File: src/rtl/crfu_pkg.sv
package crfu_pkg;
  localparam int CR_W    = 32;
  localparam int FLD_W   = 4;
  localparam int NUM_FLD = CR_W / FLD_W;
  localparam int FIDX_W  = $clog2(NUM_FLD);
  localparam int BIDX_W  = $clog2(CR_W);

  typedef enum logic [2:0] {
    OP_NONE      = 3'd0,
    OP_TO_CR     = 3'd1,
    OP_FROM_CR   = 3'd2,
    OP_FLD_COPY  = 3'd3,
    OP_BIT_LOGIC = 3'd4,
    OP_SELECT    = 3'd5,
    OP_SETBOOL   = 3'd6,
    OP_RSVD      = 3'd7
  } crfu_op_e;

  typedef struct packed {
    logic [BIDX_W-1:0]  tgt_bit;
    logic [BIDX_W-1:0]  src_a_bit;
    logic [BIDX_W-1:0]  src_b_bit;
    logic [FIDX_W-1:0]  dst_fld;
    logic [FIDX_W-1:0]  src_fld;
    logic [BIDX_W-1:0]  sel_bit;
    logic [NUM_FLD-1:0] nib_mask;
    logic [3:0]         table4;
    logic               one_fld;
  } crfu_fields_t;

  function automatic crfu_fields_t crfu_decode(input logic [31:0] w);
    crfu_fields_t f;
    f.tgt_bit   = w[25:21];
    f.src_a_bit = w[20:16];
    f.src_b_bit = w[15:11];
    f.dst_fld   = w[25:23];
    f.src_fld   = w[20:18];
    f.sel_bit   = w[10:6];
    f.nib_mask  = w[19:12];
    f.table4    = w[9:6];
    f.one_fld   = w[20];
    return f;
  endfunction

  // big-endian: CR bit n lives at physical position CR_W-1-n (= ~n for 5 bits)
  function automatic logic cr_bit(input logic [CR_W-1:0] cr, input logic [BIDX_W-1:0] n);
    return cr[~n];
  endfunction

  function automatic logic [FLD_W-1:0] cr_field(input logic [CR_W-1:0] cr,
                                                input logic [FIDX_W-1:0] k);
    return cr[{~k, 2'b11} -: FLD_W];
  endfunction
endpackage

File: src/rtl/crfu_rst_sync.sv
module crfu_rst_sync (
  input  logic clk,
  input  logic rst_n,
  output logic rst_sync_n
);
  logic [1:0] stg_q;

  always_ff @(posedge clk or negedge rst_n) begin
    if (!rst_n) stg_q <= 2'b00;
    else        stg_q <= {stg_q[0], 1'b1};
  end

  assign rst_sync_n = stg_q[1];
endmodule

File: src/rtl/crfu_int_path.sv
module crfu_int_path
  import crfu_pkg::*;
#(
  parameter int DATA_W = 64
) (
  input  crfu_op_e           op,
  input  logic [NUM_FLD-1:0] nib_mask,
  input  logic               one_fld,
  input  logic [BIDX_W-1:0]  sel_bit,
  input  logic [FIDX_W-1:0]  src_fld,
  input  logic [CR_W-1:0]    cr,
  input  logic [DATA_W-1:0]  opa,
  input  logic [DATA_W-1:0]  opb,
  output logic [DATA_W-1:0]  res,
  output logic               ok
);
  localparam int PAD_W = DATA_W - CR_W;

  logic [CR_W-1:0]  masked_cr;
  logic [FLD_W-1:0] sb_fld;

  for (genvar g = 0; g < NUM_FLD; g++) begin : g_nib
    assign masked_cr[g*FLD_W +: FLD_W] = nib_mask[g] ? cr[g*FLD_W +: FLD_W] : '0;
  end

  assign sb_fld = cr_field(cr, src_fld);

  always_comb begin
    res = '0;
    ok  = 1'b0;
    unique case (op)
      OP_FROM_CR: begin
        ok  = 1'b1;
        res = {{PAD_W{1'b0}}, (one_fld ? masked_cr : cr)};
      end
      OP_SELECT: begin
        ok  = 1'b1;
        res = cr_bit(cr, sel_bit) ? opa : opb;
      end
      OP_SETBOOL: begin
        ok = 1'b1;
        if (sb_fld[3])      res = '1;
        else if (sb_fld[2]) res = DATA_W'(1);
        else                res = '0;
      end
      default: ;
    endcase
  end
endmodule

File: src/rtl/crfu_cr_path.sv
module crfu_cr_path
  import crfu_pkg::*;
(
  input  crfu_op_e           op,
  input  logic [NUM_FLD-1:0] nib_mask,
  input  logic [FIDX_W-1:0]  dst_fld,
  input  logic [FIDX_W-1:0]  src_fld,
  input  logic [BIDX_W-1:0]  tgt_bit,
  input  logic [BIDX_W-1:0]  src_a_bit,
  input  logic [BIDX_W-1:0]  src_b_bit,
  input  logic [3:0]         table4,
  input  logic [CR_W-1:0]    cr,
  input  logic [CR_W-1:0]    opa_lo,
  output logic [CR_W-1:0]    full_cr,
  output logic               full_ok,
  output logic [FLD_W-1:0]   fld,
  output logic [FIDX_W-1:0]  fld_idx,
  output logic               fld_ok
);
  logic [CR_W-1:0]  merged_cr;
  logic             bit_a, bit_b, logic_bit;
  logic [FLD_W-1:0] tgt_fld;
  logic [1:0]       pos_in_fld;

  for (genvar g = 0; g < NUM_FLD; g++) begin : g_merge
    assign merged_cr[g*FLD_W +: FLD_W] =
      nib_mask[g] ? opa_lo[g*FLD_W +: FLD_W] : cr[g*FLD_W +: FLD_W];
  end

  assign bit_a      = cr_bit(cr, src_a_bit);
  assign bit_b      = cr_bit(cr, src_b_bit);
  assign logic_bit  = table4[{bit_a, bit_b}];
  assign pos_in_fld = ~tgt_bit[1:0];   // first field bit is nibble MSB

  always_comb begin
    tgt_fld             = cr_field(cr, tgt_bit[BIDX_W-1:2]);
    tgt_fld[pos_in_fld] = logic_bit;
  end

  always_comb begin
    full_cr = merged_cr;
    full_ok = (op == OP_TO_CR);
    fld     = '0;
    fld_idx = '0;
    fld_ok  = 1'b0;
    if (op == OP_FLD_COPY) begin
      fld     = cr_field(cr, src_fld);
      fld_idx = dst_fld;
      fld_ok  = 1'b1;
    end else if (op == OP_BIT_LOGIC) begin
      fld     = tgt_fld;
      fld_idx = tgt_bit[BIDX_W-1:2];
      fld_ok  = 1'b1;
    end
  end
endmodule

File: src/rtl/crfu_unit.sv
module crfu_unit
  import crfu_pkg::*;
#(
  parameter int DATA_W = 64,
  parameter int CTX_W  = 16
) (
  input  logic              clk,
  input  logic              rst_n,
  input  logic [2:0]        op_i,
  input  logic [31:0]       insn_i,
  input  logic [DATA_W-1:0] opa_i,
  input  logic [DATA_W-1:0] opb_i,
  input  logic [CR_W-1:0]   cr_i,
  input  logic [CTX_W-1:0]  ctx_i,
  output logic [DATA_W-1:0] int_res_o,
  output logic              int_ok_o,
  output logic [CR_W-1:0]   cr_full_o,
  output logic              cr_full_ok_o,
  output logic [FLD_W-1:0]  cr_fld_o,
  output logic [FIDX_W-1:0] cr_fld_idx_o,
  output logic              cr_fld_ok_o,
  output logic [CTX_W-1:0]  ctx_o
);
  logic         rst_sync_n;
  crfu_fields_t f_s;
  crfu_op_e     op_s;

  logic [DATA_W-1:0] int_res_d;
  logic              int_ok_d, full_ok_d, fld_ok_d;
  logic [CR_W-1:0]   full_d;
  logic [FLD_W-1:0]  fld_d;
  logic [FIDX_W-1:0] fld_idx_d;

  crfu_rst_sync u_rst (.clk(clk), .rst_n(rst_n), .rst_sync_n(rst_sync_n));

  assign f_s  = crfu_decode(insn_i);
  assign op_s = crfu_op_e'(op_i);

  crfu_int_path #(.DATA_W(DATA_W)) u_int (
    .op(op_s), .nib_mask(f_s.nib_mask), .one_fld(f_s.one_fld),
    .sel_bit(f_s.sel_bit), .src_fld(f_s.src_fld), .cr(cr_i),
    .opa(opa_i), .opb(opb_i), .res(int_res_d), .ok(int_ok_d)
  );

  crfu_cr_path u_cr (
    .op(op_s), .nib_mask(f_s.nib_mask), .dst_fld(f_s.dst_fld),
    .src_fld(f_s.src_fld), .tgt_bit(f_s.tgt_bit), .src_a_bit(f_s.src_a_bit),
    .src_b_bit(f_s.src_b_bit), .table4(f_s.table4), .cr(cr_i),
    .opa_lo(opa_i[CR_W-1:0]), .full_cr(full_d), .full_ok(full_ok_d),
    .fld(fld_d), .fld_idx(fld_idx_d), .fld_ok(fld_ok_d)
  );

  // flags and context every cycle; payloads only when their flag is set
  always_ff @(posedge clk or negedge rst_sync_n) begin
    if (!rst_sync_n) begin
      int_ok_o     <= 1'b0;
      cr_full_ok_o <= 1'b0;
      cr_fld_ok_o  <= 1'b0;
      ctx_o        <= '0;
    end else begin
      int_ok_o     <= int_ok_d;
      cr_full_ok_o <= full_ok_d;
      cr_fld_ok_o  <= fld_ok_d;
      ctx_o        <= ctx_i;
    end
  end

  always_ff @(posedge clk or negedge rst_sync_n) begin
    if (!rst_sync_n)   int_res_o <= '0;
    else if (int_ok_d) int_res_o <= int_res_d;
  end

  always_ff @(posedge clk or negedge rst_sync_n) begin
    if (!rst_sync_n)    cr_full_o <= '0;
    else if (full_ok_d) cr_full_o <= full_d;
  end

  always_ff @(posedge clk or negedge rst_sync_n) begin
    if (!rst_sync_n) begin
      cr_fld_o     <= '0;
      cr_fld_idx_o <= '0;
    end else if (fld_ok_d) begin
      cr_fld_o     <= fld_d;
      cr_fld_idx_o <= fld_idx_d;
    end
  end
endmodule

File: config.mk
export PLATFORM = sky130hd
export DESIGN_NAME = crfu_unit
export DESIGN_NICKNAME = d
export VERILOG_FILES = /design/src/rtl/crfu_pkg.sv /design/src/rtl/crfu_rst_sync.sv /design/src/rtl/crfu_int_path.sv /design/src/rtl/crfu_cr_path.sv /design/src/rtl/crfu_unit.sv
export SDC_FILE = /design/constraint.sdc
export NUM_CORES = 1
export LEC_CHECK = 0
export BUFFER_PORTS_ARGS = -buffer_cell sky130_fd_sc_hd__buf_2
export CORE_MARGIN = 8
export CORE_UTILIZATION = 50
export DETAILED_ROUTE_END_ITERATION = 8
export PLACE_DENSITY = 0.77
export SLEW_MARGIN = 15
export SYNTH_ARGS = -nofsm -noshare
export SYNTH_HDL_FRONTEND = slang
export SYNTH_HIERARCHICAL = 1
export SYNTH_SLANG_ARGS = --single-unit
File: constraint.sdc
create_clock -name clk -period 4.4 [get_ports clk]
set_input_delay 0.66 -clock clk [delete_from_list [all_inputs] [get_ports clk]]
set_output_delay 0.66 -clock clk [all_outputs]
set_load 0.05 [all_outputs]
==> summary.md, run 1 <==
| Metric | Value |
|---|---|
| Status | completed |
| Wire length of the first global-routing pass | 49.8 mm |
| Flops & latches, synth | 124 |
| NumNets Final | 1300 |
| Die area | 22500 µm² |
| Core area | 17800 µm² |
| Synth area leaders | dfrtp_1, mux2_4, mux2_2, mux4_2, o41ai_1 |
| CTS Buffer Depth | 2 |
| Total routed wirelength | 33.5 mm |
| TritonRoute pass-1 iters | 5 |
| Clock tree from TritonCTS | done |
| Avg Inst Size Synth | 11.0 µm² |
| Die width | 150 µm |
| Total CTS buffers | 17 |
| Most common cell after layout, fill and taps aside | buf_2 |
| Cells after Synth | 815 |
| H-Tree Depth | 4 |
| Post_cts resized | 0 |
| GRT Residual Overflow | 0 |
| Vias in the first global route | 8589 |
| Reg power frac | 31.6% |
| Sw Ratio | 40.7% |
| Nature of the critical path endpoint | flop |
| All-Layer GR Usage | 28.7% |
| Initial antenna violation count | 2 |
| Maximum VDD drop | 0.273 mV |
| Fin util | 62.4% |
| Worst-path clk slew | 0.07 ns |
| Post-route clock period utilization | 67.1% |
| Clock power share | 33.1% |
| Internal power | 2.61 mW |
| Vias post-DR | 8422 |
| Pwr/cell area | 397 nW/µm² |
| Via density per instance | 6.33 |
| ANT nets after route | 0 |
| Worst EP required | 4.72 ns |
| Mapped cell area | 8990 µm² |
| Post-route cell area | 11100 µm² |
| Lkg Pwr | 5.15 nW |
| Fin Setup TNS | 0 ns |
| Critical R2R Launch | u_rst/stg_q[1] |
| PortBufs | 322 |
| DIE HEIGHT | 150 µm |
| WP data arrival | 3.27 ns |
| Sequential cell area fraction in the yosys report | 34.5% |
| Layout cells sized above 1 | 50.1% |
| HP Class | in -> reg |
| Largest area contributor in the netlist | dfrtp_1 |
| Largest net degree at the start of global routing | 73 |
| Cell Area, Placed | 10500 µm² |
| Setup violators final | 0 |
| Crit Path Class | in -> reg |
| Gpl congestion | 0.897 |
| CP max FO | 32 |
| Final WS setup | 1.45 ns |
| DP Wirelength | 23.1 mm |
| # clock sinks | 124 |
| RR Endpoint | int_res_o[52] |
| YS warnings | 6 |
| Origin of the worst setup path | insn_i[18] |
| FF-to-FF setup slack | 2.98 ns |
| Clock root cell | clkbuf_16 |
| Setup repair bufs after CTS | 0 |
| Final Slew Violations | 0 |
| Pre-CTS WS | 1.11 ns |
| Switching pwr | 1.79 mW |
| Syn Nets | 1028 |
| RSZ-0062 raised after global routing | no |
| Worst setup endpoint | int_res_o[36] |
| Worst skew pair latency | 0.43 ns |
| Area share of the largest cell type after synthesis | 34.5% |
| Area Growth Syn to Fin | 23.4% |
| Drt drc | 0 |
| 1st-iter DRT viols | 768 |
| Most frequent cells in the layout | buf_2, dfrtp_1, nand2_1 |
| Post-route minimum period | 2.95 ns |
| Clk_skew | 0.0151 ns |
| Wire per inst | 25.2 µm |
| CP startpoint kind | primary input |
| Starting Density | 50.6% |
| Reg2Reg Depth | 1 |
| Relative max-transition margin | 37.8% |
| Std cell rows | 49 |
| Gate power share | 35.3% |
| Max Clock Freq | 339 MHz |
| Max_cap viols | 0 |
| Measured slew at the worst slew-check pin | 0.931 ns |
| Cell variety after synth | 39 |
| Final Hold Vio Count | 0 |
| I/O pin count | 335 |
## power groups by stage
stage	sequential, mW	combinational [mW]	clock [mW]
detailed placement	1.41	1.54	0
global route	1.41	1.62	1.51
global placement	1.40	1.53	0
CTS	1.39	1.55	1.48
finish	1.39	1.55	1.46
floorplan	1.96	0.560	0
## state kept, by name, summed over array words and instances (netlist names)
signal and count:
int_res_o 64, cr_full_o 32, ctx_o 16, cr_fld_o 4, cr_fld_idx_o 3, u_rst/stg_q 2
cr_fld_ok_o 1, cr_full_ok_o 1, int_ok_o 1
## cells by family (layout without fill, tap and decap cells)
family	count (synthesis)	after routing	share of synthesized area [%]
DFF	124	124	34.5
muxes	207	207	32.0
other	1	3	0.0417
AOI/OAI and AO/OA	200	200	16.2
buffers and inverters	90	375	6.08
and+or+nand+nor	193	193	11.1
## cells in the mapped netlist
master / count
or4_4: 1
conb_1: 1
mux4_2: 30
nand2_1: 82
buf_1: 2
nor2b_1: 7
mux2_4: 64
nor3b_1: 2
nand3_1: 2
mux2_2: 78
and3b_1: 2
o41ai_1: 64
mux2i_4: 1
and3_1: 8
nor2_1: 4
nand2b_1: 5
buf_6: 14
nor3_1: 4
and2_1: 66
a22o_1: 3
a211oi_1: 6
a31oi_1: 2
or2_2: 3
dfrtp_1: 124
clkbuf_1: 54
o21ai_0: 3
buf_12: 6
nand4_1: 2
a221o_1: 1
o211ai_1: 64
and2b_1: 1
a21boi_0: 2
mux2i_1: 34
buf_2: 5
a22oi_1: 8
nor4_1: 4
inv_2: 1
a21oi_1: 47
inv_1: 8
## routing by layer
layer	up-vias	GRT usage (%)	wire, µm
met5	-	0	0
met2	601	44.9	15500
met3	129	8.18	3870
met1	4045	35.4	12600
li1	3647	-	-
met4	0	15.6	1540
## worst max-delay path: stages
cell and delay [ns]:
buf_2 0.45, mux4_2 0.58, mux2i_1 0.33, or2_2 0.67, o211ai_1 0.23, mux2_4 0.32
## layout make-up
cell class	instances	area, µm²
multi-input combinational	601	5360
inverter	9	33.8
antenna	2	5.00
clock inverter	15	170
clock buffer	17	425
sequential	124	3110
timing repair buffer	334	1700
tap	229	287
fill	1467	6680
## stage by stage
stage	instances	power, mW	hold slack (ns)
2_1_floorplan	815	2.52	0.331
3_3_place_gp	1296	2.93	0.333
3_5_place_dp	1296	2.95	0.336
4_1_cts	1329	4.42	0.317
5_1_grt	1330	4.54	0.322
6_report	1331	4.40	0.331
## how the worst min path moves through the flow
stage	slack (ns)	startpoint	end	cells past startpoint
floorplan	0.33	u_rst/stg_q[0]	u_rst/stg_q[1]	0
global placement	0.33	u_rst/stg_q[0]	u_rst/stg_q[1]	0
detailed placement	0.34	u_rst/stg_q[0]	u_rst/stg_q[1]	0
CTS	0.32	ctx_i[15]	ctx_o[15]	1
global route	0.32	ctx_i[5]	ctx_o[5]	1
finish	0.33	ctx_i[15]	ctx_o[15]	1
## timing repair
action / CTS / global route
hold endpoints to repair: 2 / 0
hold buffers: 1 / 0
endpoints found under the setup margin: 0 / 0
No activity file was read; power rests on OpenSTA's default activity.
==> inputs of run 2 (changes only) <==
CORE_UTILIZATION = 46   (was 50)
PLACE_DENSITY = 0.74   (was 0.77)
clock period = 2.4 ns   (was 4.4 ns; I/O delays follow)
==> summary.md, run 2 (synthesis gave the netlist of run 1 again) <==
| Metric | Value |
|---|---|
| Status | completed (unchanged) |
| Post-route clock period utilization | 94.6% |
| TritonRoute pass-1 iters | 5 (unchanged) |
| Post_cts resized | 0 (unchanged) |
| Layout cells sized above 1 | 53.6% (was 50.1%) |
| DP Wirelength | 25.5 mm (was 23.1 mm) |
| Nature of the critical path endpoint | flop (unchanged) |
| NumNets Final | 1382 (was 1300) |
| RSZ-0062 raised after global routing | no (unchanged) |
| Drt drc | 0 (unchanged) |
| Pre-CTS WS | -0.188 ns (was 1.11 ns) |
| Measured slew at the worst slew-check pin | 0.602 ns (was 0.931 ns) |
| Final Slew Violations | 0 (unchanged) |
| Pwr/cell area | 683 nW/µm² (was 397 nW/µm²) |
| Clock tree from TritonCTS | done (unchanged) |
| FF-to-FF setup slack | 1.32 ns (was 2.98 ns) |
| Relative max-transition margin | 59.5% (was 37.8%) |
| Largest register FFs | 64 (unchanged) |
| Setup violators final | 0 (unchanged) |
| Met2 wire length | 15.6 mm (was 15.5 mm) |
| Post-route minimum period | 2.27 ns |
| Setup repair bufs after CTS | 0 (unchanged) |
| PortBufs | 322 (unchanged) |
| Max_cap viols | 0 (unchanged) |
| Final WS setup | 0.129 ns (was 1.45 ns) |
| # clock sinks | 124 (unchanged) |
| Crit Path Class | in -> reg (unchanged) |
| Vias in the first global route | 8910 (was 8589) |
| Wire length of the first global-routing pass | 51.5 mm (was 49.8 mm) |
| Met3 routed WL | 3.21 mm (was 3.87 mm) |
| Initial antenna violation count | 5 (was 2) |
| Gpl congestion | 0.954 (was 0.897) |
| WP data arrival | 2.57 ns (was 3.27 ns) |
| Largest delay contributor family on the critical path | compound AO/OA/AOI/OAI gates (was multiplexers) |
| Largest net degree at the start of global routing | 64 (was 73) |
| Top flop regs | int_res_o: 64 flops, cr_full_o: 32 flops, ctx_o: 16 flops (unchanged) |
| CP Cell Sequence | buf_2 > mux2i_1 > a22oi_1 > and3_1 > a31oi_1 > buf_4 > a21boi_0 > nor4_1 > a211oi_1 > mux2_2 (was buf_2 > mux4_2 > mux2i_1 > or2_2 > o211ai_1 > mux2_4) |
| Biggest register | int_res_o (unchanged) |
| I/O pin count | 335 (unchanged) |
| Top Metal Used | met5 (was met4) |
| Std cell rows | 51 (was 49) |
| Starting Density | 46.5% (was 50.6%) |
| Clock root cell | clkbuf_16 (unchanged) |
| Area Growth Syn to Fin | 32.9% (was 23.4%) |
| Final Hold Vio Count | 0 (unchanged) |
| Total CTS buffers | 17 (unchanged) |
| Lkg Pwr | 5.61 nW (was 5.15 nW) |
| Via density per instance | 5.90 (was 6.33) |
| Critical Path Max Stage Delay | 0.35 ns (was 0.67 ns) |
| Maximum VDD drop | 0.497 mV (was 0.273 mV) |
| Worst skew pair latency | 0.41 ns (was 0.43 ns) |
| Buf+Inv Stages, Crit Path | 2 (was 1) |
| Met1 WL | 13.5 mm (was 12.6 mm) |
| Worst EP required | 2.70 ns (was 4.72 ns) |
| Max Clock Freq | 440 MHz |
| Cell Area, Placed | 11300 µm² (was 10500 µm²) |
| DIE HEIGHT | 156 µm (was 150 µm) |
| Worst-path clk slew | 0.07 ns (about the same) |
| Most frequent cells in the layout | buf_2, dfrtp_1, nand2_1 (unchanged) |
| H-Tree Depth | 4 (unchanged) |
| GRT Residual Overflow | 0 (unchanged) |
| CTS Buffer Depth | 2 (unchanged) |
| Vias post-DR | 8552 (was 8422) |
| ANT nets after route | 0 (unchanged) |
| Post-route cell area | 11900 µm² (was 11100 µm²) |
| Clk_skew | 0.00760 ns (was 0.0151 ns) |
| Die width | 156 µm (was 150 µm) |
| Die area | 24300 µm² (was 22500 µm²) |
| Most common cell after layout, fill and taps aside | buf_2 (unchanged) |
| Total routed wirelength | 33.8 mm (was 33.5 mm) |
| CP startpoint kind | primary input (unchanged) |
| Core area | 19300 µm² (was 17800 µm²) |
| CP max FO | 12 (was 32) |
| Slowest cell on the critical path | nor4_1 (was or2_2) |
| Final hold slack | 0.0447 ns (was 0.331 ns) |
| HP Class | in -> reg (unchanged) |
| 1st-iter DRT viols | 832 (was 768) |
| All-Layer GR Usage | 27.4% (was 28.7%) |
| Wire per inst | 23.3 µm (was 25.2 µm) |
run 2: timing repair:
action                                 4_1_cts  5_1_grt
hold buffers                                 1        0
endpoints found under the hold margin        2        0
setup endpoints to repair                    0        0
run 2: per-stage QoR:
step	std cells	setup TNS [ns]	power (mW)	utilization, %
CTS	1447	0	8.21	61.7
global route	1450	0	8.49	61.8
floorplan	815	0	4.63	-
finish	1450	0	8.16	61.8
detailed placement	1414	-3.18	5.58	58.7
global placement	1414	-1.16	5.54	58.7
run 2: layer usage:
layer  up-vias  global-route usage (%)
met5         -                       0
met4         4                    13.1
met3        88                    8.39
met2       495                    42.9
met1      4135                    33.9
li1       3830                       -
run 2: final timing paths:
path                                 from             end  cells past startpoint
setup reg to reg           u_rst/stg_q[1]     cr_fld_o[3]                      1
setup / recovery               insn_i[17]     cr_fld_o[1]                     10
min in group asynchronous           rst_n  u_rst/stg_q[0]                      2
max in group asynchronous  u_rst/stg_q[1]     cr_fld_o[3]                      1
hold / removal                   ctx_i[5]        ctx_o[5]                      1
hold reg to reg            u_rst/stg_q[1]        ctx_o[6]                      0
run 2: where the power goes:
part           total [mW]  internal (mW)  leakage, nW  switching (mW)
Combinational        3.01           1.06         3.75            1.96
Sequential           2.55           2.38         1.58           0.169
Clock                2.60           1.40        0.284            1.20
Total                8.16           4.84         5.61            3.33
run 2: area by class of cell:
type	instances	area, µm²
clock buffers	17	425
fillers	1657	7390
inverters	9	33.8
multi-input cells	601	5360
repair buffers	416	2520
clock inverters	15	161
well taps	265	332
flip-flops and latches	124	3110
diodes	3	7.51
